$ cat config.mk
export PLATFORM = sky130hd
export DESIGN_NAME = sdr_sched
export DESIGN_NICKNAME = d
export VERILOG_FILES = /design/src/rtl/sdr_sched_pkg.sv /design/src/rtl/sdr_bank_track.sv /design/src/rtl/sdr_ref_timer.sv /design/src/rtl/sdr_rd_pipe.sv /design/src/rtl/sdr_sched.sv
export SDC_FILE = /design/constraint.sdc
export NUM_CORES = 1
export LEC_CHECK = 0
export BUFFER_PORTS_ARGS = -buffer_cell sky130_fd_sc_hd__buf_2
export CAP_MARGIN = 20
export CELL_PAD_IN_SITES_DETAIL_PLACEMENT = 0
export CELL_PAD_IN_SITES_GLOBAL_PLACEMENT = 1
export CORE_AREA = 2 2 163 165
export CTS_CLUSTER_DIAMETER = 80
export DETAILED_ROUTE_END_ITERATION = 12
export DIE_AREA = 0 0 165 167
export HOLD_SLACK_MARGIN = 0.08
export PLACE_DENSITY = 0.87
export SETUP_SLACK_MARGIN = 0.2
export SYNTH_ARGS = -nofsm -noshare
export SYNTH_HDL_FRONTEND = slang
export SYNTH_HIERARCHICAL = 1
export SYNTH_SLANG_ARGS = --single-unit
$ cat constraint.sdc
create_clock -name clk -period 14.8 [get_ports clk]
set_input_delay 2.22 -clock clk [delete_from_list [all_inputs] [get_ports clk]]
set_output_delay 2.22 -clock clk [all_outputs]
set_load 0.02 [all_outputs]
$ cat src/rtl/sdr_sched_pkg.sv
package sdr_sched_pkg;

  typedef enum logic [2:0] {
    CMD_NOP = 3'd0,
    CMD_ACT = 3'd1,
    CMD_RD  = 3'd2,
    CMD_WR  = 3'd3,
    CMD_PRE = 3'd4,
    CMD_REF = 3'd5
  } sdr_cmd_e;

endpackage

$ cat src/rtl/sdr_bank_track.sv
module sdr_bank_track #(
  parameter int ROW_W = 12,
  parameter int T_RCD = 10,
  parameter int T_RP  = 3,
  parameter int T_RFC = 8
) (
  input  logic             clk,
  input  logic             rst_n,
  input  logic             act_i,
  input  logic             pre_i,
  input  logic             col_i,
  input  logic             ref_i,
  input  logic [ROW_W-1:0] row_i,
  output logic             open_o,
  output logic [ROW_W-1:0] row_o,
  output logic             ready_o
);

  localparam int T_MAX0 = (T_RCD > T_RP) ? T_RCD : T_RP;
  localparam int T_MAX  = (T_MAX0 > T_RFC) ? T_MAX0 : T_RFC;
  localparam int TW     = $clog2(T_MAX + 1);

  logic             open_q, open_d;
  logic [ROW_W-1:0] row_q;
  logic [TW-1:0]    tmr_q, tmr_d;

  always_comb begin
    open_d = open_q;
    tmr_d  = (tmr_q != '0) ? tmr_q - TW'(1) : '0;
    if (act_i) begin
      open_d = 1'b1;
      tmr_d  = TW'(T_RCD - 1);
    end else if (pre_i) begin
      open_d = 1'b0;
      tmr_d  = TW'(T_RP - 1);
    end else if (ref_i) begin
      tmr_d  = TW'(T_RFC - 1);
    end
  end

  always_ff @(posedge clk or negedge rst_n) begin
    if (!rst_n) begin
      open_q <= 1'b0;
      tmr_q  <= '0;
    end else begin
      open_q <= open_d;
      tmr_q  <= tmr_d;
    end
  end

  always_ff @(posedge clk) begin
    if (act_i) row_q <= row_i;
  end

  assign open_o  = open_q;
  assign row_o   = row_q;
  assign ready_o = (tmr_q == '0);

  // bank state must suit the command chosen by the arbiter
  p_act_closed_r2: assert property (@(posedge clk) disable iff (!rst_n)
    act_i |-> !open_q);
  p_col_open_r2: assert property (@(posedge clk) disable iff (!rst_n)
    col_i |-> open_q);
  p_ref_closed_r2: assert property (@(posedge clk) disable iff (!rst_n)
    ref_i |-> !open_q);
  p_one_cmd_r2: assert property (@(posedge clk) disable iff (!rst_n)
    $onehot0({act_i, pre_i, col_i, ref_i}));
  // no command before the bank's delay has run out
  p_delay_done_r3: assert property (@(posedge clk) disable iff (!rst_n)
    (act_i || pre_i || col_i || ref_i) |-> (tmr_q == '0));

endmodule

$ cat src/rtl/sdr_ref_timer.sv
module sdr_ref_timer #(
  parameter int REF_PERIOD = 1040
) (
  input  logic clk,
  input  logic rst_n,
  input  logic done_i,
  output logic pend_o
);

  localparam int CW = $clog2(REF_PERIOD + 1);

  logic [CW-1:0] cnt_q, cnt_d;
  logic          pend_q, pend_d;
  logic          wrap;

  always_comb begin
    wrap   = (cnt_q == CW'(REF_PERIOD - 1));
    cnt_d  = wrap ? '0 : cnt_q + CW'(1);
    pend_d = wrap ? 1'b1 : (done_i ? 1'b0 : pend_q);
  end

  always_ff @(posedge clk or negedge rst_n) begin
    if (!rst_n) begin
      cnt_q  <= '0;
      pend_q <= 1'b0;
    end else begin
      cnt_q  <= cnt_d;
      pend_q <= pend_d;
    end
  end

  assign pend_o = pend_q;

  // a refresh is only sent when one is owed, and then clears the request
  p_ref_owed_r9: assert property (@(posedge clk) disable iff (!rst_n)
    done_i |-> pend_q);
  p_ref_clears_r9: assert property (@(posedge clk) disable iff (!rst_n)
    (done_i && !wrap) |=> !pend_q);

endmodule

$ cat src/rtl/sdr_rd_pipe.sv
module sdr_rd_pipe #(
  parameter int CAS_LAT = 2,
  parameter int TAG_W   = 4
) (
  input  logic             clk,
  input  logic             rst_n,
  input  logic             in_valid_i,
  input  logic [TAG_W-1:0] in_tag_i,
  output logic             out_valid_o,
  output logic [TAG_W-1:0] out_tag_o
);

  logic [CAS_LAT-1:0] v_q, v_d;
  logic [CAS_LAT:0]   v_sh;
  logic [TAG_W-1:0]   t_q [CAS_LAT];

  always_comb begin
    v_sh = {v_q, in_valid_i};
    v_d  = v_sh[CAS_LAT-1:0];
  end

  always_ff @(posedge clk or negedge rst_n) begin
    if (!rst_n) v_q <= '0;
    else        v_q <= v_d;
  end

  always_ff @(posedge clk) begin
    if (in_valid_i) t_q[0] <= in_tag_i;
    for (int s = 1; s < CAS_LAT; s++) begin
      if (v_q[s-1]) t_q[s] <= t_q[s-1];
    end
  end

  assign out_valid_o = v_q[CAS_LAT-1];
  assign out_tag_o   = t_q[CAS_LAT-1];

endmodule

$ cat src/rtl/sdr_sched.sv
module sdr_sched
  import sdr_sched_pkg::*;
#(
  parameter int BANK_W     = 2,
  parameter int ROW_W      = 12,
  parameter int COL_W      = 8,
  parameter int DATA_W     = 16,
  parameter int TAG_W      = 4,
  parameter int QDEPTH     = 4,
  parameter int T_RCD      = 10,
  parameter int T_RP       = 3,
  parameter int T_RFC      = 8,
  parameter int CAS_LAT    = 2,
  parameter int REF_PERIOD = 1040
) (
  input  logic                          clk,
  input  logic                          rst_n,
  input  logic                          req_valid_i,
  output logic                          req_ready_o,
  input  logic                          req_we_i,
  input  logic [BANK_W+ROW_W+COL_W-1:0] req_addr_i,
  input  logic [DATA_W-1:0]             req_wdata_i,
  input  logic [TAG_W-1:0]              req_tag_i,
  output logic [2:0]                    mem_cmd_o,
  output logic [BANK_W-1:0]             mem_bank_o,
  output logic [ROW_W-1:0]              mem_addr_o,
  output logic [DATA_W-1:0]             mem_wdata_o,
  input  logic [DATA_W-1:0]             mem_rdata_i,
  output logic                          rsp_valid_o,
  output logic [TAG_W-1:0]              rsp_tag_o,
  output logic [DATA_W-1:0]             rsp_data_o
);

  localparam int NBANK  = 1 << BANK_W;
  localparam int QIDX_W = (QDEPTH > 1) ? $clog2(QDEPTH) : 1;
  localparam int CNT_W  = $clog2(QDEPTH + 1);

  typedef struct packed {
    logic              we;
    logic [BANK_W-1:0] bank;
    logic [ROW_W-1:0]  row;
    logic [COL_W-1:0]  col;
    logic [DATA_W-1:0] wdata;
    logic [TAG_W-1:0]  tag;
  } req_t;

  // Request queue
  req_t              q_mem [QDEPTH];
  req_t              q_nxt [QDEPTH];
  req_t              in_req;
  logic [CNT_W-1:0]  count_q, count_d, wr_pos;
  logic              push;

  // Bank trackers
  logic [NBANK-1:0]  b_open, b_ready;
  logic [ROW_W-1:0]  b_row [NBANK];
  logic [NBANK-1:0]  b_act, b_pre, b_col;
  logic              ref_pend;

  // Arbiter decision
  sdr_cmd_e          iss_cmd;
  logic [BANK_W-1:0] iss_bank;
  logic [ROW_W-1:0]  iss_addr;
  logic [DATA_W-1:0] iss_wdata;
  logic [TAG_W-1:0]  iss_tag;
  logic              iss_pop, found;
  logic [QIDX_W-1:0] sel_idx;

  // Bus registers
  sdr_cmd_e          cmd_q;
  logic [BANK_W-1:0] bank_q;
  logic [ROW_W-1:0]  addr_q;
  logic [DATA_W-1:0] wdata_q;
  logic [TAG_W-1:0]  tag_q;

  assign in_req = '{we: req_we_i,
                    bank: req_addr_i[BANK_W+ROW_W+COL_W-1 -: BANK_W],
                    row: req_addr_i[ROW_W+COL_W-1 -: ROW_W],
                    col: req_addr_i[COL_W-1:0],
                    wdata: req_wdata_i, tag: req_tag_i};

  assign req_ready_o = (count_q != CNT_W'(QDEPTH));
  assign push        = req_valid_i && req_ready_o;

  // Oldest eligible request first; a request waits behind any older one to its bank
  always_comb begin
    logic              blocked;
    logic [BANK_W-1:0] bk;
    found     = 1'b0;
    sel_idx   = '0;
    iss_cmd   = CMD_NOP;
    iss_bank  = '0;
    iss_addr  = '0;
    iss_wdata = '0;
    iss_tag   = '0;
    iss_pop   = 1'b0;
    for (int i = 0; i < QDEPTH; i++) begin
      bk      = q_mem[i].bank;
      blocked = 1'b0;
      for (int j = 0; j < QDEPTH; j++) begin
        if (j < i && q_mem[j].bank == bk) blocked = 1'b1;
      end
      if (!found && CNT_W'(i) < count_q && !blocked && b_ready[bk]) begin
        if (b_open[bk] && b_row[bk] == q_mem[i].row) begin
          found     = 1'b1;
          iss_cmd   = q_mem[i].we ? CMD_WR : CMD_RD;
          iss_addr  = ROW_W'(q_mem[i].col);
          iss_pop   = 1'b1;
        end else if (b_open[bk]) begin
          found     = 1'b1;
          iss_cmd   = CMD_PRE;
        end else if (!ref_pend) begin
          found     = 1'b1;
          iss_cmd   = CMD_ACT;
          iss_addr  = q_mem[i].row;
        end
        if (found) begin
          sel_idx   = QIDX_W'(i);
          iss_bank  = bk;
          iss_wdata = q_mem[i].wdata;
          iss_tag   = q_mem[i].tag;
        end
      end
    end
    if (!found && ref_pend) begin
      for (int b = 0; b < NBANK; b++) begin
        if (!found && b_open[b] && b_ready[b]) begin
          found    = 1'b1;
          iss_cmd  = CMD_PRE;
          iss_bank = BANK_W'(b);
        end
      end
      if (!found && b_open == '0 && (&b_ready)) begin
        found   = 1'b1;
        iss_cmd = CMD_REF;
      end
    end
  end

  // Queue next state: close the gap left by a pop, append at the tail
  always_comb begin
    int src;
    wr_pos  = count_q - CNT_W'(iss_pop);
    count_d = count_q + CNT_W'(push) - CNT_W'(iss_pop);
    for (int k = 0; k < QDEPTH; k++) begin
      src      = (k < QDEPTH - 1) ? k + 1 : k;
      q_nxt[k] = q_mem[k];
      if (iss_pop && k >= int'(sel_idx)) q_nxt[k] = q_mem[QIDX_W'(src)];
      if (push && CNT_W'(k) == wr_pos)   q_nxt[k] = in_req;
    end
  end

  always_ff @(posedge clk or negedge rst_n) begin
    if (!rst_n) count_q <= '0;
    else        count_q <= count_d;
  end

  always_ff @(posedge clk) begin
    if (push || iss_pop) q_mem <= q_nxt;
  end

  // Per-bank state
  for (genvar g = 0; g < NBANK; g++) begin : g_bank
    assign b_act[g] = (iss_cmd == CMD_ACT) && (iss_bank == BANK_W'(g));
    assign b_pre[g] = (iss_cmd == CMD_PRE) && (iss_bank == BANK_W'(g));
    assign b_col[g] = iss_pop && (iss_bank == BANK_W'(g));
    sdr_bank_track #(
      .ROW_W(ROW_W), .T_RCD(T_RCD), .T_RP(T_RP), .T_RFC(T_RFC)
    ) u_bank (
      .clk    (clk),
      .rst_n  (rst_n),
      .act_i  (b_act[g]),
      .pre_i  (b_pre[g]),
      .col_i  (b_col[g]),
      .ref_i  (iss_cmd == CMD_REF),
      .row_i  (iss_addr),
      .open_o (b_open[g]),
      .row_o  (b_row[g]),
      .ready_o(b_ready[g])
    );
  end

  sdr_ref_timer #(.REF_PERIOD(REF_PERIOD)) u_ref (
    .clk   (clk),
    .rst_n (rst_n),
    .done_i(iss_cmd == CMD_REF),
    .pend_o(ref_pend)
  );

  // Command bus registers
  always_ff @(posedge clk or negedge rst_n) begin
    if (!rst_n) cmd_q <= CMD_NOP;
    else        cmd_q <= iss_cmd;
  end

  always_ff @(posedge clk) begin
    if (iss_cmd != CMD_NOP) begin
      bank_q  <= iss_bank;
      addr_q  <= iss_addr;
      wdata_q <= iss_wdata;
      tag_q   <= iss_tag;
    end
  end

  assign mem_cmd_o   = cmd_q;
  assign mem_bank_o  = bank_q;
  assign mem_addr_o  = addr_q;
  assign mem_wdata_o = wdata_q;

  sdr_rd_pipe #(.CAS_LAT(CAS_LAT), .TAG_W(TAG_W)) u_rd (
    .clk        (clk),
    .rst_n      (rst_n),
    .in_valid_i (cmd_q == CMD_RD),
    .in_tag_i   (tag_q),
    .out_valid_o(rsp_valid_o),
    .out_tag_o  (rsp_tag_o)
  );

  assign rsp_data_o = mem_rdata_i;

  // occupancy never passes the queue depth
  p_no_overflow_r10: assert property (@(posedge clk) disable iff (!rst_n)
    count_q <= CNT_W'(QDEPTH));
  // no row opens while a refresh is owed
  p_no_act_pending_r9: assert property (@(posedge clk) disable iff (!rst_n)
    (iss_cmd == CMD_ACT) |-> !ref_pend);
  // refresh only with every tracker reporting closed
  p_ref_all_closed_r2: assert property (@(posedge clk) disable iff (!rst_n)
    (iss_cmd == CMD_REF) |-> (b_open == '0));

endmodule

==> summary.md <==
| Metric | Value |
|---|---|
| Boundary Pins | 117 |
| Number of global-route vias before repair | 8,670 |
| Total routed wirelength | 33,680 µm |
| Post CTS Setup Buffer Count | 0 |
| Root Buffer Master | clkbuf_16 |
| Unrepaired setup endpoints after global routing | no |
| Number of vias per cell | 6.497 |
| Worst skew pair latency | 590 ps |
| Cell with the biggest individual delay on the critical path | edfxtp_1 |
| Post-Syn Nets | 971 |
| Fin area | 15,770 µm² |
| Fraction of the core area covered by cells at the end of the flow | 0.6120 |
| Peak ir drop on the vdd network | 0.0001118 V |
| Maximum Capacitance Violations | 0 |
| Crit path launch type | flip-flop |
| Core region area | 25,760 µm² |
| Element type at the critical path end | flip-flop |
| Nets | 1,052 |
| Routed via count | 8,712 |
| Cell area after technology mapping | 13,970 µm² |
| Worst Skew | 21.64 ps |
| TritonCTS clock tree | built |
| Proportion of layout cells with a drive suffix above 1 | 0.2803 |
| Final critical path time including I/O delays and setup | 6888 ps |
| Power density over the cells | 195.1 nW/µm² |
| CTS clock-pin slew for the worst setup and hold paths | 60 ps |
| Run status | finished, final reports clean |
| Number of hold violations in the final report | 0 |
| Combined buffer and inverter count along the critical path | 2 |
| Average footprint of a synthesized cell | 15.52 µm² |
| Slew of the pin with the lowest slew margin | 1141 ps |
| Critical path cell sequence | mux2i_1, a211oi_1, o211ai_2, and3_1, nand4bb_1, o311ai_0, nor2_1, inv_1, ha_1, ha_1, xor2_1, nor2_1, nand3b_1, a31oi_4, buf_4 |
| Static leakage power | 0.005517 µW |
| Initial antenna violation count | 0 |
| Cells after Synth | 900 |
| Rel. slew slack | 0.2397 |
| Worst hold-check path type | flip-flop to flip-flop |
| First-pass DRT Iterations | 6 |
| Number of antenna repair diodes | 0 |
| Die outline area | 27,560 µm² |
| Average wire per standard cell | 25.12 µm |
| Final count of pins violating max slew | 0 |
| Data arrival time at the worst-slack endpoint | 7130 ps |
| Required @ worst endpoint | 15,040 ps |
| Std-Cell Rows | 59 |
| Ys Warns | 6 |
| Starting utilization of the core area | 0.5421 |
| Clock Tree Buf Depth | 3 |
| F_max | 0.1452 GHz |
| Placement Cell Area | 14,680 µm² |
| Area growth from synthesis to layout | 12.88% |
| Largest fanout of any net on the critical path | 25 |
| Overall die width | 165 µm |
| Cts bufs inserted | 31 |
| Number of buffer cells added on primary ports | 84 |
| Die height | 167 µm |
| Total number of clock tree sinks | 302 |
| Final routed DRC violation total | 0 |
| Part of the cycle the worst path needs | 0.4654 |
| H-tree lvl count | 1 |
| WS Path Type | flip-flop to flip-flop |
| Count of hold buffers inserted by post-cts repair | 0 |
| Crit-path leading delay family | simple AND/OR/NAND/NOR gates |
| Post-DRT Antenna Nets | 0 |
| Half-perimeter wire length after placement | 21,540 µm |
| Worst path max stage delay | 1040 ps |
| Leftover overflow at the end of global routing | 0 |
| Initial DRC Count | 1,003 |
| Post-cts gate resize count | 0 |
| Setup total negative slack | 0 ps |
| Total global-route track usage | 0.2483 |
| Routability congestion estimate from global placement | 0.9265 |
| Final setup viols | 0 |
| Wire length of the first global-routing pass | 51,200 µm |
| Maximum number of pins on one net before global-route repair | 44 |
-- cells in the final DEF (no fill, tap or decap), drive strengths merged, types with 6 or more instances in the layout --
cell type  count
nor4b          7
xnor2         56
dfrtp         40
mux4          53
clkbuf        38
nor2          34
edfxtp       262
a21oi         12
a222oi        24
xor2          13
mux2          44
mux2i          6
buf          106
o22ai          9
ha             8
nand3         18
a221oi         8
a211oi         6
clkinv        12
nor3          23
inv           25
o221a          9
o21ai         11
nand4         15
nand2         60
nor4          12
a221o         12
and3           7
a31oi          8
-- layer usage --
layer | routed length (µm) | track usage | share of wire | vias up
met5 | 0 | 0 | 0 | -
met4 | 1146 | 0.07940 | 0.034 | 0
met3 | 3050 | 0.04558 | 0.091 | 83
met2 | 15850 | 0.3918 | 0.47 | 479
met1 | 13640 | 0.3525 | 0.40 | 4376
li1 | - | - | - | 3774
-- sequential cells by signal, indices dropped and copies added, names as in the netlist --
name,flops
q_mem,172
g_bank.u_bank/row_o,48
g_bank.u_bank/tmr_q,16
mem_wdata_o,16
mem_addr_o,12
u_ref/cnt_q,11
u_rd/t_q,8
g_bank.u_bank/open_o,4
tag_q,4
count_q,3
mem_cmd_o,3
mem_bank_o,2
u_rd/v_q,2
u_ref/pend_o,1
-- stage by stage --
step	setup slack, ps	hold WS [ps]	cells	power, µW
final	7912	420.2	1341	3075
after global routing	7503	424.2	1341	3207
after CTS	7969	425.4	1338	3074
after detailed placement	7969	415.0	1280	2270
after global placement	8117	406.2	1280	2250
after floorplan	8253	400.3	900	1945
-- final cells by class --
class / count / area, µm²
fillers: 1902 / 9997
flip-flops and latches: 302 / 8869
multi-input cells: 516 / 4736
clock buffers: 38 / 812.0
repair buffers: 106 / 603.1
well taps: 335 / 419.2
clock inverters: 20 / 237.7
inverters: 24 / 90.09
-- final timing paths --
check | startpoint | end | slack (ps) | depth (start not counted)
max in group asynchronous | rst_n | g_bank[1].u_bank/open_o | 12450 | 1
worst max register to register | q_mem[170] | q_mem[127] | 7910 | 15
worst min-delay path | u_rd/t_q[0][2] | u_rd/t_q[0][6] | 420 | 0
worst max-delay path | q_mem[170] | q_mem[127] | 7910 | 15
min in group asynchronous | rst_n | u_rd/v_q[0] | 1790 | 1
worst min register to register | u_rd/t_q[0][2] | u_rd/t_q[0][6] | 420 | 0
-- report_power, final --
group | leakage (µW) | switching, µW | internal [µW]
sequential | 0.00291 | 119 | 1190
clock | 0.000510 | 325 | 477
combinational | 0.00209 | 596 | 370
(Power assumes the default switching activity.)
